File: src/rtl/tagged_arith_pkg.sv
package tagged_arith_pkg;

    localparam int unsigned OPND_W = 32;
    localparam int unsigned TAG_BITS = 2;

    typedef enum logic [1:0] {
        FOP_NONE = 2'b00,
        FOP_TADD = 2'b01,
        FOP_TSUB = 2'b10
    } flag_op_e;

endpackage

File: src/rtl/tag_check.sv
module tag_check #(
    parameter int unsigned TAG_W = 2
) (
    input  logic [TAG_W-1:0] tag_a,
    input  logic [TAG_W-1:0] tag_b,
    output logic             tag_bad
);

    logic [TAG_W-1:0] tag_or;

    always_comb begin
        tag_or  = tag_a | tag_b;
        tag_bad = |tag_or;
    end

endmodule

File: src/rtl/addsub_ovf.sv
module addsub_ovf #(
    parameter int unsigned DATA_W = 32
) (
    input  logic [DATA_W-1:0] src_a,
    input  logic [DATA_W-1:0] src_b,
    input  logic              do_sub,
    output logic [DATA_W-1:0] result,
    output logic              ovf
);

    localparam int unsigned MSB = DATA_W - 1;

    logic [DATA_W-1:0] sum_w;
    logic [DATA_W-1:0] dif_w;
    logic              sum_ovf;
    logic              dif_ovf;

    always_comb begin
        sum_w   = src_a + src_b;
        dif_w   = src_a - src_b;
        // same-sign inputs, sign of the sum flipped
        sum_ovf = (src_a[MSB] == src_b[MSB]) && (sum_w[MSB] != src_a[MSB]);
        // opposite-sign inputs, sign of the difference flipped from minuend
        dif_ovf = (src_a[MSB] != src_b[MSB]) && (dif_w[MSB] != src_a[MSB]);
        result  = do_sub ? dif_w : sum_w;
        ovf     = do_sub ? dif_ovf : sum_ovf;
    end

endmodule

File: src/rtl/flag_state_reg.sv
module flag_state_reg
    import tagged_arith_pkg::*;
#(
    parameter int unsigned DATA_W = 32
) (
    input  logic              clk,
    input  logic              rst_n,
    input  logic              wr_en,
    input  logic              wr_sub,
    input  logic [DATA_W-1:0] wr_src1,
    input  logic [DATA_W-1:0] wr_src2,
    input  logic [DATA_W-1:0] wr_dst,
    output logic [DATA_W-1:0] src1,
    output logic [DATA_W-1:0] src2,
    output logic [DATA_W-1:0] dst,
    output flag_op_e          op
);

    typedef struct packed {
        logic [DATA_W-1:0] s1;
        logic [DATA_W-1:0] s2;
        logic [DATA_W-1:0] d;
        flag_op_e          op;
    } flag_st_t;

    flag_st_t st_d, st_q;

    always_comb begin
        st_d = st_q;
        if (wr_en) begin
            st_d.s1 = wr_src1;
            st_d.s2 = wr_src2;
            st_d.d  = wr_dst;
            st_d.op = wr_sub ? FOP_TSUB : FOP_TADD;
        end
    end

    always_ff @(posedge clk) begin
        if (!rst_n) begin
            st_q <= '{s1: '0, s2: '0, d: '0, op: FOP_NONE};
        end else begin
            st_q <= st_d;
        end
    end

    assign src1 = st_q.s1;
    assign src2 = st_q.s2;
    assign dst  = st_q.d;
    assign op   = st_q.op;

    // without a write the saved state must not move
    p_hold_r8: assert property (@(posedge clk) disable iff (!rst_n)
        !wr_en |=> ($stable(src1) && $stable(src2) && $stable(dst) && $stable(op)));

    // a write records the operands and a real operation code
    p_write_r7: assert property (@(posedge clk) disable iff (!rst_n)
        wr_en |=> (src1 == $past(wr_src1) && src2 == $past(wr_src2) && op != FOP_NONE));

endmodule

File: src/rtl/tagged_arith_unit.sv
module tagged_arith_unit
    import tagged_arith_pkg::*;
#(
    parameter int unsigned DATA_W = OPND_W,
    parameter int unsigned TAG_W  = TAG_BITS
) (
    input  logic              clk,
    input  logic              rst_n,
    input  logic              in_valid,
    input  logic              op_sub,
    input  logic [DATA_W-1:0] opnd_a,
    input  logic [DATA_W-1:0] opnd_b,
    output logic [DATA_W-1:0] res_out,
    output logic              res_valid,
    output logic              trap,
    output logic [DATA_W-1:0] flg_src1,
    output logic [DATA_W-1:0] flg_src2,
    output logic [DATA_W-1:0] flg_dst,
    output logic [1:0]        flg_op
);

    typedef struct packed {
        logic [DATA_W-1:0] res;
        logic              ok;
        logic              trp;
    } out_st_t;

    logic [DATA_W-1:0] alu_res;
    logic              alu_ovf;
    logic              tag_bad;
    logic              trap_now;
    logic              commit;
    flag_op_e          fop;

    out_st_t out_d, out_q;

    tag_check #(.TAG_W(TAG_W)) u_tag (
        .tag_a   (opnd_a[TAG_W-1:0]),
        .tag_b   (opnd_b[TAG_W-1:0]),
        .tag_bad (tag_bad)
    );

    addsub_ovf #(.DATA_W(DATA_W)) u_alu (
        .src_a  (opnd_a),
        .src_b  (opnd_b),
        .do_sub (op_sub),
        .result (alu_res),
        .ovf    (alu_ovf)
    );

    always_comb begin
        trap_now = in_valid && (tag_bad || alu_ovf);
        commit   = in_valid && !(tag_bad || alu_ovf);
        out_d    = out_q;
        out_d.ok  = 1'b0;
        out_d.trp = 1'b0;
        if (in_valid) begin
            out_d.res = alu_res;
            out_d.ok  = commit;
            out_d.trp = trap_now;
        end
    end

    always_ff @(posedge clk) begin
        if (!rst_n) begin
            out_q <= '0;
        end else begin
            out_q <= out_d;
        end
    end

    flag_state_reg #(.DATA_W(DATA_W)) u_flags (
        .clk     (clk),
        .rst_n   (rst_n),
        .wr_en   (commit),
        .wr_sub  (op_sub),
        .wr_src1 (opnd_a),
        .wr_src2 (opnd_b),
        .wr_dst  (alu_res),
        .src1    (flg_src1),
        .src2    (flg_src2),
        .dst     (flg_dst),
        .op      (fop)
    );

    assign flg_op    = fop;
    assign res_out   = out_q.res;
    assign res_valid = out_q.ok;
    assign trap      = out_q.trp;

    // trap and successful completion are exclusive
    p_excl_r9: assert property (@(posedge clk) disable iff (!rst_n)
        !(trap && res_valid));

    // an idle edge leaves no strobe behind
    p_idle_r10: assert property (@(posedge clk) disable iff (!rst_n)
        !in_valid |=> (!trap && !res_valid && $stable(res_out)));

    // any nonzero tag bit on a request must trap
    p_tag_r4: assert property (@(posedge clk) disable iff (!rst_n)
        (in_valid && ((opnd_a[TAG_W-1:0] | opnd_b[TAG_W-1:0]) != '0)) |=> trap);

    // a clean completion is mirrored into the saved result
    p_dst_r7: assert property (@(posedge clk) disable iff (!rst_n)
        res_valid |-> (flg_dst == res_out));

endmodule

File: config.mk
export PLATFORM = sky130hd
export DESIGN_NAME = tagged_arith_unit
export DESIGN_NICKNAME = d
export VERILOG_FILES = /design/src/rtl/tagged_arith_pkg.sv /design/src/rtl/tag_check.sv /design/src/rtl/addsub_ovf.sv /design/src/rtl/flag_state_reg.sv /design/src/rtl/tagged_arith_unit.sv
export SDC_FILE = /design/constraint.sdc
export NUM_CORES = 1
export LEC_CHECK = 0
export ABC_CLOCK_PERIOD_IN_PS = 3900
export BUFFER_PORTS_ARGS = -buffer_cell sky130_fd_sc_hd__buf_2
export CORE_MARGIN = 2
export CORE_UTILIZATION = 51
export CTS_CLUSTER_DIAMETER = 80
export DETAILED_ROUTE_END_ITERATION = 7
export HOLD_SLACK_MARGIN = 0.12
export PLACE_DENSITY = 0.76
export SLEW_MARGIN = 5
export SYNTH_ARGS = -nofsm -noshare
export SYNTH_HDL_FRONTEND = slang
export SYNTH_SLANG_ARGS = --single-unit
File: constraint.sdc
create_clock -name clk -period 3.9 [get_ports clk]
set_input_delay 0.39 -clock clk [delete_from_list [all_inputs] [get_ports clk]]
set_output_delay 0.39 -clock clk [all_outputs]
set_load 0.05 [all_outputs]
==> results.txt, run 1 <==
The count of cells resized by post-cts repair came out at 0. The die area came out at 18,300 um2. The count of hold-fix buffers inserted at cts came out at 0. Setup repair after global routing left no endpoint under its margin.

The count of pins over their slew limit came out at 0. The effective utilization at floorplan came out at 51.6%. The number of global-route vias before repair is 8,337. Sorting the synthesized cells by area gives the leading types as dfxtp_1 (30%), ha_1 (9.1%), a21oi_1 (8.7%), o21ai_0 (6.8%), nand3_1 (5.7%).

Synthesis handed over a netlist of 1,140 instances. The final antenna-violating net count is 0. The maximum number of pins on one net before global-route repair is 56. For this run, design rule violations remaining after detail routing come to 0. The cell at the root of the clock tree is clkbuf_16.

Of the synthesized area, sequential elements account for 30.0%. The number of antenna diodes is 0. The length of the first detailed-routing pass in iterations is 6. Setup violations remaining at the end of the flow were counted as 0. Summed over all instances, the cell type with the most area after synthesis is dfxtp_1. STA classifies the critical path startpoint as an input port. The largest stage delay on the critical path came out at 0.42 ns. The chip width is 135 um. The number of antenna violations at the first check in global routing came out at 0. The required arrival time at the worst endpoint came out at 4.19 ns. The number of rows created at floorplan came out at 48.

The final layout contains routed wiring with a total length of 29.0 mm. The count of H-tree levels built during CTS came out at 4. The max-capacitance violation count is 0.

Counting flops with a built-in enable in the synthesized netlist gives 0. The weighted congestion reported at the end of routability-driven placement came out at 0.979. The number of buffers added by the clock tree synthesis step is 17. After synthesis the netlist holds a flip-flop and latch count of 132. The total nets after synthesis is 1,274.

The most numerous cell type found on the critical path is a2111oi_4. The minimum setup slack among reg-to-reg paths came out at 3.11 ns. The final design utilization is 62.4%. The total overflow left after global routing is 0. The maximum count of clock buffers along a single path is 2. For the final database, setup skew stands at 0 ns. The flow ran to the end, and the final reports show no timing, DRC or antenna violations. The number of nets in the layout is 1,441. The total number of vias came out at 9,413. The setup total negative slack is 0 ns. The signal on the critical path passes through buf_2, inv_1, ha_1, a211oi_1, nor3_1, o211ai_1, a2111oi_4, a2111oi_4, nand3_1, o2111a_2, buf_12, o21ai_0, a21oi_1. The detailed router finished its first iteration with 1,091 violations. The worst relative slew slack came out at 58.6%. The clock tree from TritonCTS is yes. The fraction of the cycle the final worst path needs came out at 84.7%. The most used flip-flop cell after synthesis is dfxtp_1.

In this run the power density over the cells is 391 nW/um2. The share of async-settable or async-resettable flops after synthesis is 0%. The data arrival time at the worst-slack endpoint is 3.60 ns. The count of distinct cell types in the synthesized netlist is 76. The number of warning messages in the yosys log came out at 0. Derived from the worst setup path, the maximum achievable clock frequency is 303 MHz. The number of primary I/O pins came out at 200. The per-instance average area after synthesis came out at 7.71 um2.

The total count of hold-check failures in the final report is 0. The chip height came out at 135 um. Broken down by cell family, the worst path's largest delay share belongs to compound AO/OA/AOI/OAI gates. The total global routing track utilization came out at 30.9%. The first global-routing pass estimated 45.1 mm of wire. The number of clock sinks is 132. Together, buffers and inverters on the worst path number 3. The post-CTS setup-driven buffer insertion count came out at 0. Of all nets on the critical path, the largest fanout is 37. The worst-case vdd ir drop is 316 uV. The mean number of vias per cell is 6.10.

Summed over all cells, the static leakage comes to 0.00473 uW. The min-delay analysis places its worst path in the category in -> reg. The worst setup path category is in -> reg. The post-synth design cell area is 8790 um2.

The per-cell routed wire length is 18.8 um. The endpoint kind of the worst setup timing path is a register. Counting I/O delays and the setup requirement, the final critical path takes 3.30 ns. The slowest stage of the critical path belongs to the cell a2111oi_4. The area fraction of the dominant cell type after synthesis came out at 30.0%. The clock latency on the worst-skew pair is 0.42 ns. The total half-perimeter wirelength after legalization and detailed placement came out at 21.6 mm. After floorplanning, the core was sized to cover 17,100 um2. At the pin with the least slew margin, the transition time is 0.617 ns. The fraction of layout instances using a drive strength above 1 is 22.2%. The area growth from synthesis to layout came out at 20.9%.

After clock tree synthesis, the clock-pin slew on the worst setup and hold paths is 0.06 ns. The number of buffers inserted by port buffering came out at 199.
[layer usage]
metal | global-route usage [%] | share of wire (%) | vias up | wire length, um
li1 | - | - | 4463 | -
met1 | 45.3 | 46 | 4436 | 13400
met2 | 46.4 | 43 | 473 | 12500
met3 | 4.98 | 8.2 | 41 | 2370
met4 | 9.90 | 2.4 | 0 | 683
met5 | 0 | 0 | - | 0
[layout by cell type, fill, tap and decap left out, drive strengths merged, types with 9 or more instances in the layout]
cell     synthesis  layout
o31ai           10      10
mux2i           11      11
o21ai          123     123
nand2b          19      19
o211ai          10      10
a31oi           10      10
dfxtp          132     132
nand2           32      32
inv             72      74
nor2            75      75
nor3            33      33
xnor2           16      16
a211oi          30      30
clkbuf          48      19
o21a            13      13
a21oi          153     153
a21o            12      12
nor2b           12      12
nand3          100     100
ha              64      64
a2111oi          9       9
buf             40     236
[stage by stage]
stage               hold slack, ns  instance area, um2  power [uW]  worst slack, ns  instances
finish                       0.249               10600        4160            0.598       1544
global route                 0.260               10600        4310            0.338       1544
detailed placement           0.454               10000        2510            0.266       1513
floorplan                    0.552                8790        2190            0.782       1140
global placement             0.447               10000        2510            0.259       1513
CTS                          0.242               10600        4140            0.679       1544
[worst reg2reg max path, cell delays in order (launching register included)]
cell and delay, ns:
dfxtp_1 0.34, nor3_1 0.26, nor3_2 0.07
[power breakdown]
part	switching [uW]	internal, uW
Sequential	28.3	1400
Combinational	745	346
Clock	619	1020
[kinds of logic after synthesis]
group                    synth area share [%]
AO/OA/AOI/OAI                            31.4
AND/OR/NAND/NOR                          17.8
buffers and inverters                    7.92
flip-flops                               30.0
adder cells (fa/ha/maj)                  9.56
XOR/XNOR                                 2.09
multiplexers                             1.25
[cell usage after synthesis, drive strengths merged (6+ instances only)]
cell       n
a2111oi    9
a211o      6
a211oi    30
a21o      12
a21oi    153
a31oi     10
and3       7
buf       40
clkbuf    48
dfxtp    132
ha        64
inv       72
mux2i     11
nand2     32
nand2b    19
nand3    100
nor2      75
nor2b     12
nor3      33
nor4       8
o211a      8
o211ai    10
o21a      13
o21ai    123
o22ai      8
o31ai     10
or3        8
xnor2     16
[layout make-up]
| class | instances | area [um2] |
|---|---|---|
| flip-flops and latches | 132 | 2640 |
| repair buffers | 236 | 1360 |
| multi-input cells | 846 | 5480 |
| clock buffers | 19 | 443 |
| fillers | 1527 | 6420 |
| well taps | 225 | 282 |
| clock inverters | 12 | 154 |
| inverters | 74 | 279 |
[registers in the layout, indices dropped and copies added (netlist names)]
name          count
trap              1
u_flags.op        2
u_flags.dst      32
u_flags.src2     32
res_out          32
u_flags.src1     32
res_valid         1
[worst paths after layout]
kind,from,to,cells past startpoint
hold reg to reg,u_flags.dst[14],u_flags.dst[14],2
setup / recovery,opnd_b[1],u_flags.src2[0],13
hold / removal,opnd_b[26],u_flags.src2[26],3
setup reg to reg,u_flags.dst[19],u_flags.dst[19],2
No activity file was read; power rests on OpenSTA's default activity.
==> run 2, diff against run 1 <==
ABC_CLOCK_PERIOD_IN_PS = 3000   (was 3900)
CORE_UTILIZATION = 50   (was 51)
PLACE_DENSITY = 0.78   (was 0.76)
clock period = 3 ns   (was 3.9 ns; I/O delays follow)
==> results.txt, run 2 (synthesis results as in run 1) <==
Result of the run: complete, no violations (unchanged). The smallest clock period supported by the final layout is computed as 3.00 ns. The start of the worst register-to-register path is u_flags.dst[23] (was u_flags.dst[19]). The total global routing track utilization came out at 34.1% (was 30.9%). The area growth from synthesis to layout is 39.7% (was 20.9%). The number of antenna violations at the first check in global routing is 1 (was 0). The setup skew after layout came to 0 ns (unchanged). The worst setup path startpoint was opnd_b[6] (was opnd_b[1]). The number of primary I/O pins came out at 200 (unchanged). The combinational power share is 31.0% (was 26.3%).

The maximum count of clock buffers along a single path came to 2 (unchanged). The weighted congestion reported at the end of routability-driven placement came to 1.01 (was 0.979). The static leakage came to 0.00572 uW (was 0.00473 uW). The net switching power came to 2020 uW (was 1390 uW). The switching power share of the total came out at 35.3% (was 33.5%). The count of unresolved DRC violations after routing is 0 (unchanged). The post-CTS clock slew at the launch and capture registers of the worst setup and hold paths came to 0.06 ns (about the same).

The count of pins over their slew limit is 0 (unchanged). The setup total negative slack is 0 ns (unchanged). The worst path setup slack after routing came to 0.00381 ns (was 0.598 ns). The destination of the critical timing path is u_flags.src1[7] (was u_flags.src2[0]). The data arrival time at the worst-slack endpoint is 3.36 ns (was 3.60 ns). The post-placement worst setup slack came to -0.499 ns (was 0.266 ns). RSZ-0062 raised after global routing: true (was false). The worst setup path category is in -> reg (unchanged).

The endpoint kind of the worst setup timing path is a register (unchanged). The most common cell after layout, fill and taps aside is buf_4 (was buf_2). The slew of the pin with the lowest slew margin was 0.569 ns (was 0.617 ns). The part of the power in registers came out at 32.4% (was 34.3%).

The number of buffers inserted by port buffering came to 199 (unchanged). The logic depth of the worst register-to-register path is 2 (unchanged). The number of global-route vias before repair came out at 9,265 (was 8,337). The number of DRC markers after the initial detailed-route iteration was 1,085 (was 1,091). The minimum setup slack among reg-to-reg paths is 2.21 ns (was 3.11 ns). The clock tree from TritonCTS is yes (unchanged). The length of the first detailed-routing pass in iterations was 6 (unchanged). The global-route wire length before repair is 49.7 mm (was 45.1 mm).

The chip width is 137 um (was 135 um). The fraction of layout instances using a drive strength above 1 is 33.4% (was 22.2%). The number of buffers added by the clock tree synthesis step is 17 (unchanged). The total number of vias is 10,461 (was 9,413). The mean number of vias per cell came out at 6.02 (was 6.10). The number of rows created at floorplan was 48 (unchanged). The post-placement cell area is 11,400 um2 (was 10,000 um2).

The total of fill cells in the finished design is 1,406 (was 1,527). The area of all placed cells without fillers came out at 12,300 um2 (was 10,600 um2). The number of nets in the layout came out at 1,633 (was 1,441). The final setup violation count was 0 (unchanged). The fraction of the cycle the final worst path needs is 99.9%. The cell at the root of the clock tree is clkbuf_16 (unchanged). The total grt overflow is 0 (unchanged). The worst relative slew slack came to 62.1% (was 58.6%). The effective utilization at floorplan is 51.0% (was 51.6%).

The maximum number of pins on one net before global-route repair is 55 (was 56). The number of clock sinks is 132 (unchanged). The routed wire length is 34.4 mm (was 29.0 mm). The per-cell routed wire length was 19.8 um (was 18.8 um). Static timing analysis puts the maximum clock frequency at 334 MHz. The total half-perimeter wirelength after legalization and detailed placement is 24.1 mm (was 21.6 mm).

Most frequent cells in the layout: buf_4 (211), buf_2 (199), a21oi_1 (152) (was buf_2 (199), a21oi_1 (153), dfxtp_1 (132)). The core footprint is 17,200 um2 (was 17,100 um2). The type of element launching the critical path is an input port (unchanged). The worst hold-check slack is 0.154 ns (was 0.249 ns). The worst min-delay path class is in -> reg (unchanged). The clock network fraction of design power was 36.5% (was 39.4%). The final antenna-violating net count came out at 0 (unchanged). The required arrival time at the worst endpoint is 3.36 ns (was 4.19 ns).

The count of H-tree levels built during CTS was 4 (unchanged). The die area came to 18,700 um2 (was 18,300 um2). The power per unit of standard cell area came to 465 nW/um2 (was 391 nW/um2). The register area is 2640 um2 (unchanged). The total count of hold-check failures in the final report is 0 (unchanged). The reg-to-reg endpoint was u_flags.dst[23] (was u_flags.dst[19]). The largest fanout on the critical path is 9 (was 37). The internal portion of total power is 3700 uW (was 2760 uW). The number of stages on the worst hold path is 3 (unchanged). The clock latency on the worst-skew pair is 0.43 ns (was 0.42 ns). The area of the multi-input gates came out at 5570 um2 (was 5480 um2). The max-capacitance violation count is 0 (unchanged). The chip height came out at 137 um (was 135 um). The worst-case vdd ir drop came out at 416 uV (was 316 uV).
## run 2: changes by cell type in the layout (fill, tap and decap cells not counted), moves of 3 or more
| cell | before | now |
|---|---|---|
| a211oi_2 | 3 | 6 |
| o21ai_0 | 119 | 105 |
| ha_2 | 0 | 3 |
| ha_1 | 64 | 60 |
| clkbuf_16 | 17 | 21 |
| inv_6 | 2 | 8 |
| nor3_2 | 1 | 6 |
| a211oi_1 | 27 | 24 |
| o21ai_1 | 4 | 18 |
| buf_6 | 0 | 4 |
| nor3_1 | 32 | 27 |
| buf_4 | 30 | 211 |
## run 2: worst min path at each step
stage / slack (ns) / to / from
final: 0.15 / u_flags.src2[28] / opnd_b[28]
after global routing: 0.16 / u_flags.src2[29] / opnd_b[29]
after CTS: 0.15 / u_flags.src1[3] / opnd_a[3]
after detailed placement: 0.45 / u_flags.src1[3] / u_flags.src1[3]
after global placement: 0.45 / u_flags.src1[3] / u_flags.src1[3]
after floorplan: 0.46 / u_flags.src1[0] / opnd_a[0]
## run 2: layer usage
| metal | GRT usage [%] | up-vias | part of all wire (%) |
|---|---|---|---|
| li1 | - | 4876 | - |
| met1 | 49.5 | 4871 | 43 |
| met2 | 50.2 | 617 | 42 |
| met3 | 5.67 | 97 | 10 |
| met4 | 13.2 | 0 | 4.1 |
| met5 | 0 | - | 0 |
## run 2: cell type report
cell class              count  area share, %
diodes                      2         0.0407
flip-flops and latches    132           21.5
multi-input cells         846           45.3
clock inverters            14           1.12
clock buffers              18           3.57
repair buffers            428           23.9
well taps                 225           2.29
inverters                  74           2.27
## run 2: timing repair
item	4_1_cts	5_1_grt
endpoints found under the setup margin	65	99
hold buffers	0	0
setup buffers	0	6
cloned	1	6
resized for setup	2	34
pin swaps	0	10
## run 2: critical path, stage by stage
cell	delay, ns
buf_2	0.13
inv_1	0.06
ha_1	0.43
inv_1	0.16
a21o_1	0.19
o211ai_1	0.11
buf_4	0.17
a2111oi_4	0.09
a2111oi_4	0.44
nor2_2	0.11
buf_4	0.16
a221oi_4	0.31
buf_6	0.21
buf_6	0.21
o21ai_0	0.12
a21oi_1	0.15
## run 2: power groups by stage
stage / Combinational [uW] / Clock [uW] / Sequential, uW
4_1_cts: 1700 / 2110 / 1850
5_1_grt: 1880 / 2180 / 1860
2_1_floorplan: 745 / 0 / 2110
3_5_place_dp: 1680 / 0 / 1890
3_3_place_gp: 1660 / 0 / 1890
6_report: 1780 / 2090 / 1860
## run 2: metrics by stage
stage / power [uW] / util, % / instances
6_report: 5720 / 71.3 / 1739
2_1_floorplan: 2860 / - / 1140
3_5_place_dp: 3570 / 66.3 / 1692
4_1_cts: 5660 / 69.8 / 1725
3_3_place_gp: 3550 / 66.3 / 1692
5_1_grt: 5920 / 71.3 / 1738
==> run 3, diff against run 2 <==
ABC_CLOCK_PERIOD_IN_PS = 3350   (was 3000)
CORE_UTILIZATION = 51   (was 50)
HOLD_SLACK_MARGIN = 0.06   (was 0.12)
PLACE_DENSITY = 0.76   (was 0.78)
TNS_END_PERCENT = 30   (was unset)
clock period = 3.35 ns   (was 3 ns; I/O delays follow)
==> results.txt, run 3 (synthesis results as in run 1) <==
The chip height was 135 um (was 137 um). The post-CTS setup-driven buffer insertion count was 0 (unchanged). The final design utilization came to 66.3% (was 71.3%). The largest fanout on the critical path was 17 (was 9). The post-CTS clock slew at the launch and capture registers of the worst setup and hold paths was 0.06 ns (about the same).

The total count of hold-check failures in the final report came out at 0 (unchanged). The core footprint came out at 17,100 um2 (was 17,200 um2). The slew of the pin with the lowest slew margin is 0.755 ns (was 0.569 ns).

The mean number of vias per cell came out at 5.97 (was 6.02). The fraction of layout instances using a drive strength above 1 was 26.6% (was 33.4%). The shortest clock period the worst path allows after layout is 3.08 ns. The count of H-tree levels built during CTS is 4 (unchanged). The total grt overflow was 0 (unchanged).

The area of all placed cells without fillers is 11,300 um2 (was 12,300 um2). The cell at the root of the clock tree was clkbuf_16 (unchanged). The length of the first detailed-routing pass in iterations was 5 (was 6). The clock latency on the worst-skew pair came out at 0.42 ns (was 0.43 ns). The number of stages on the worst hold path was 3 (unchanged). The global-route wire length before repair is 47.0 mm (was 49.7 mm).

The number of clock sinks is 132 (unchanged). The total half-perimeter wirelength after legalization and detailed placement came out at 22.6 mm (was 24.1 mm). Most frequent cells in the layout: buf_2 (199), a21oi_1 (153), dfxtp_1 (132) (was buf_4 (211), buf_2 (199), a21oi_1 (152)). The count of unresolved DRC violations after routing was 0 (unchanged). The effective utilization at floorplan came to 51.6% (was 51.0%).

The number of nets in the layout is 1,518 (was 1,633). The worst min-delay path class is in -> reg (unchanged). The number of buffers inserted by port buffering is 199 (unchanged).

The logic depth of the worst register-to-register path was 2 (unchanged). The count of pins over their slew limit came out at 0 (unchanged). The area growth from synthesis to layout is 28.7% (was 39.7%). The worst setup path category is in -> reg (unchanged). The required arrival time at the worst endpoint is 3.64 ns (was 3.36 ns). RSZ-0062 raised after global routing: false (was true). The maximum number of pins on one net before global-route repair is 71 (was 55). The clock tree from TritonCTS is yes (unchanged).

The total number of vias came out at 9,689 (was 10,461). The total global routing track utilization is 32.2% (was 34.1%). Result of the run: complete, no violations (unchanged). The worst relative slew slack came out at 49.6% (was 62.1%). The final setup violation count came out at 0 (unchanged).

The chip width is 135 um (was 137 um). The per-cell routed wire length came out at 18.4 um (was 19.8 um). The count of cells resized by post-cts repair is 0 (was 2). The number of global-route vias before repair is 8,750 (was 9,265). The setup skew after layout is 0 ns (unchanged). The post-placement cell area is 10,700 um2 (was 11,400 um2). The number of buffers added by the clock tree synthesis step is 17 (unchanged). The number of primary I/O pins is 200 (unchanged). The final antenna-violating net count came out at 0 (unchanged).

The minimum setup slack among reg-to-reg paths came out at 2.57 ns (was 2.21 ns). The data arrival time at the worst-slack endpoint came out at 3.37 ns (was 3.36 ns). The total of fill cells in the finished design is 1,511 (was 1,406). The number of rows created at floorplan came out at 48 (unchanged). The number of DRC markers after the initial detailed-route iteration is 790 (was 1,085). The routed wire length is 29.9 mm (was 34.4 mm). The static leakage is 0.00514 uW (was 0.00572 uW). The number of antenna violations at the first check in global routing came to 1 (unchanged). The maximum count of clock buffers along a single path is 2 (unchanged).

The type of element launching the critical path is an input port (unchanged). The count of hold-fix buffers inserted at cts is 0 (unchanged). The max-capacitance violation count came to 0 (unchanged). The power per unit of standard cell area is 448 nW/um2 (was 465 nW/um2). The weighted congestion reported at the end of routability-driven placement came to 0.999 (was 1.01).

The endpoint kind of the worst setup timing path is a register (unchanged). The most common cell after layout, fill and taps aside is buf_2 (was buf_4). The fraction of the cycle the final worst path needs came out at 92.0%. The worst-case vdd ir drop came out at 379 uV (was 416 uV). The maximum achievable frequency came out at 324 MHz. The die area is 18,300 um2 (was 18,700 um2).
-- run 3: cell types whose count changed in the layout (fill, tap and decap cells not counted), moves of 4 or more --
cell / before / now
ha_1: 60 / 64
o21ai_0: 105 / 119
buf_6: 4 / 0
nor3_2: 6 / 1
nor3_1: 27 / 32
inv_6: 8 / 2
buf_4: 211 / 102
clkbuf_16: 21 / 17
o21ai_1: 18 / 4
-- run 3: report_power, final --
| part | switching [uW] | internal [uW] |
|---|---|---|
| combinational | 887 | 490 |
| sequential | 31.6 | 1630 |
| clock | 750 | 1290 |
| total | 1670 | 3400 |
-- run 3: stage by stage --
| stage | setup TNS (ns) | hold WS (ns) | cells | power (uW) | setup WS [ns] |
|---|---|---|---|---|---|
| after global routing | 0 | 0.214 | 1623 | 5240 | 0.0664 |
| after CTS | 0 | 0.187 | 1622 | 5050 | 0.307 |
| after global placement | -0.0627 | 0.448 | 1590 | 3020 | -0.0589 |
| final | 0 | 0.193 | 1623 | 5070 | 0.268 |
| after detailed placement | -1.48 | 0.454 | 1590 | 3030 | -0.0782 |
| after floorplan | 0 | 0.497 | 1140 | 2550 | 0.287 |
-- run 3: worst max-delay path, cell delays in order --
cell,delay [ns]
buf_2,0.10
inv_1,0.04
ha_1,0.38
or2_2,0.34
nor3_1,0.24
o211ai_1,0.22
a2111oi_4,0.50
a2111oi_4,0.16
nor2_2,0.19
a221oi_4,0.11
buf_12,0.18
buf_12,0.15
o21ai_0,0.28
o22ai_1,0.14
-- run 3: area by class of cell --
cell class | instances | area, um2 | area share (%)
Timing Repair Buffer | 313 | 2000 | 17.7
Clock inverter | 12 | 175 | 1.55
Clock buffer | 20 | 457 | 4.04
Inverter | 74 | 279 | 2.47
Multi-Input combinational cell | 846 | 5480 | 48.4
Sequential cell | 132 | 2640 | 23.4
Tap cell | 225 | 282 | 2.49
Antenna cell | 1 | 2.50 | 0.0221
-- run 3: final timing paths --
path,start,endpoint
max,opnd_b[9],u_flags.dst[30]
min,opnd_a[1],u_flags.src1[1]
max reg2reg,u_flags.dst[8],u_flags.dst[8]
min reg2reg,u_flags.src2[28],u_flags.src2[28]
-- run 3: metal layers --
metal	global-route usage [%]	routed length, um	up-vias
li1	-	-	4629
met1	47.2	14000	4575
met2	48.7	13000	445
met3	4.75	2210	40
met4	10.5	677	0
met5	0	0	-
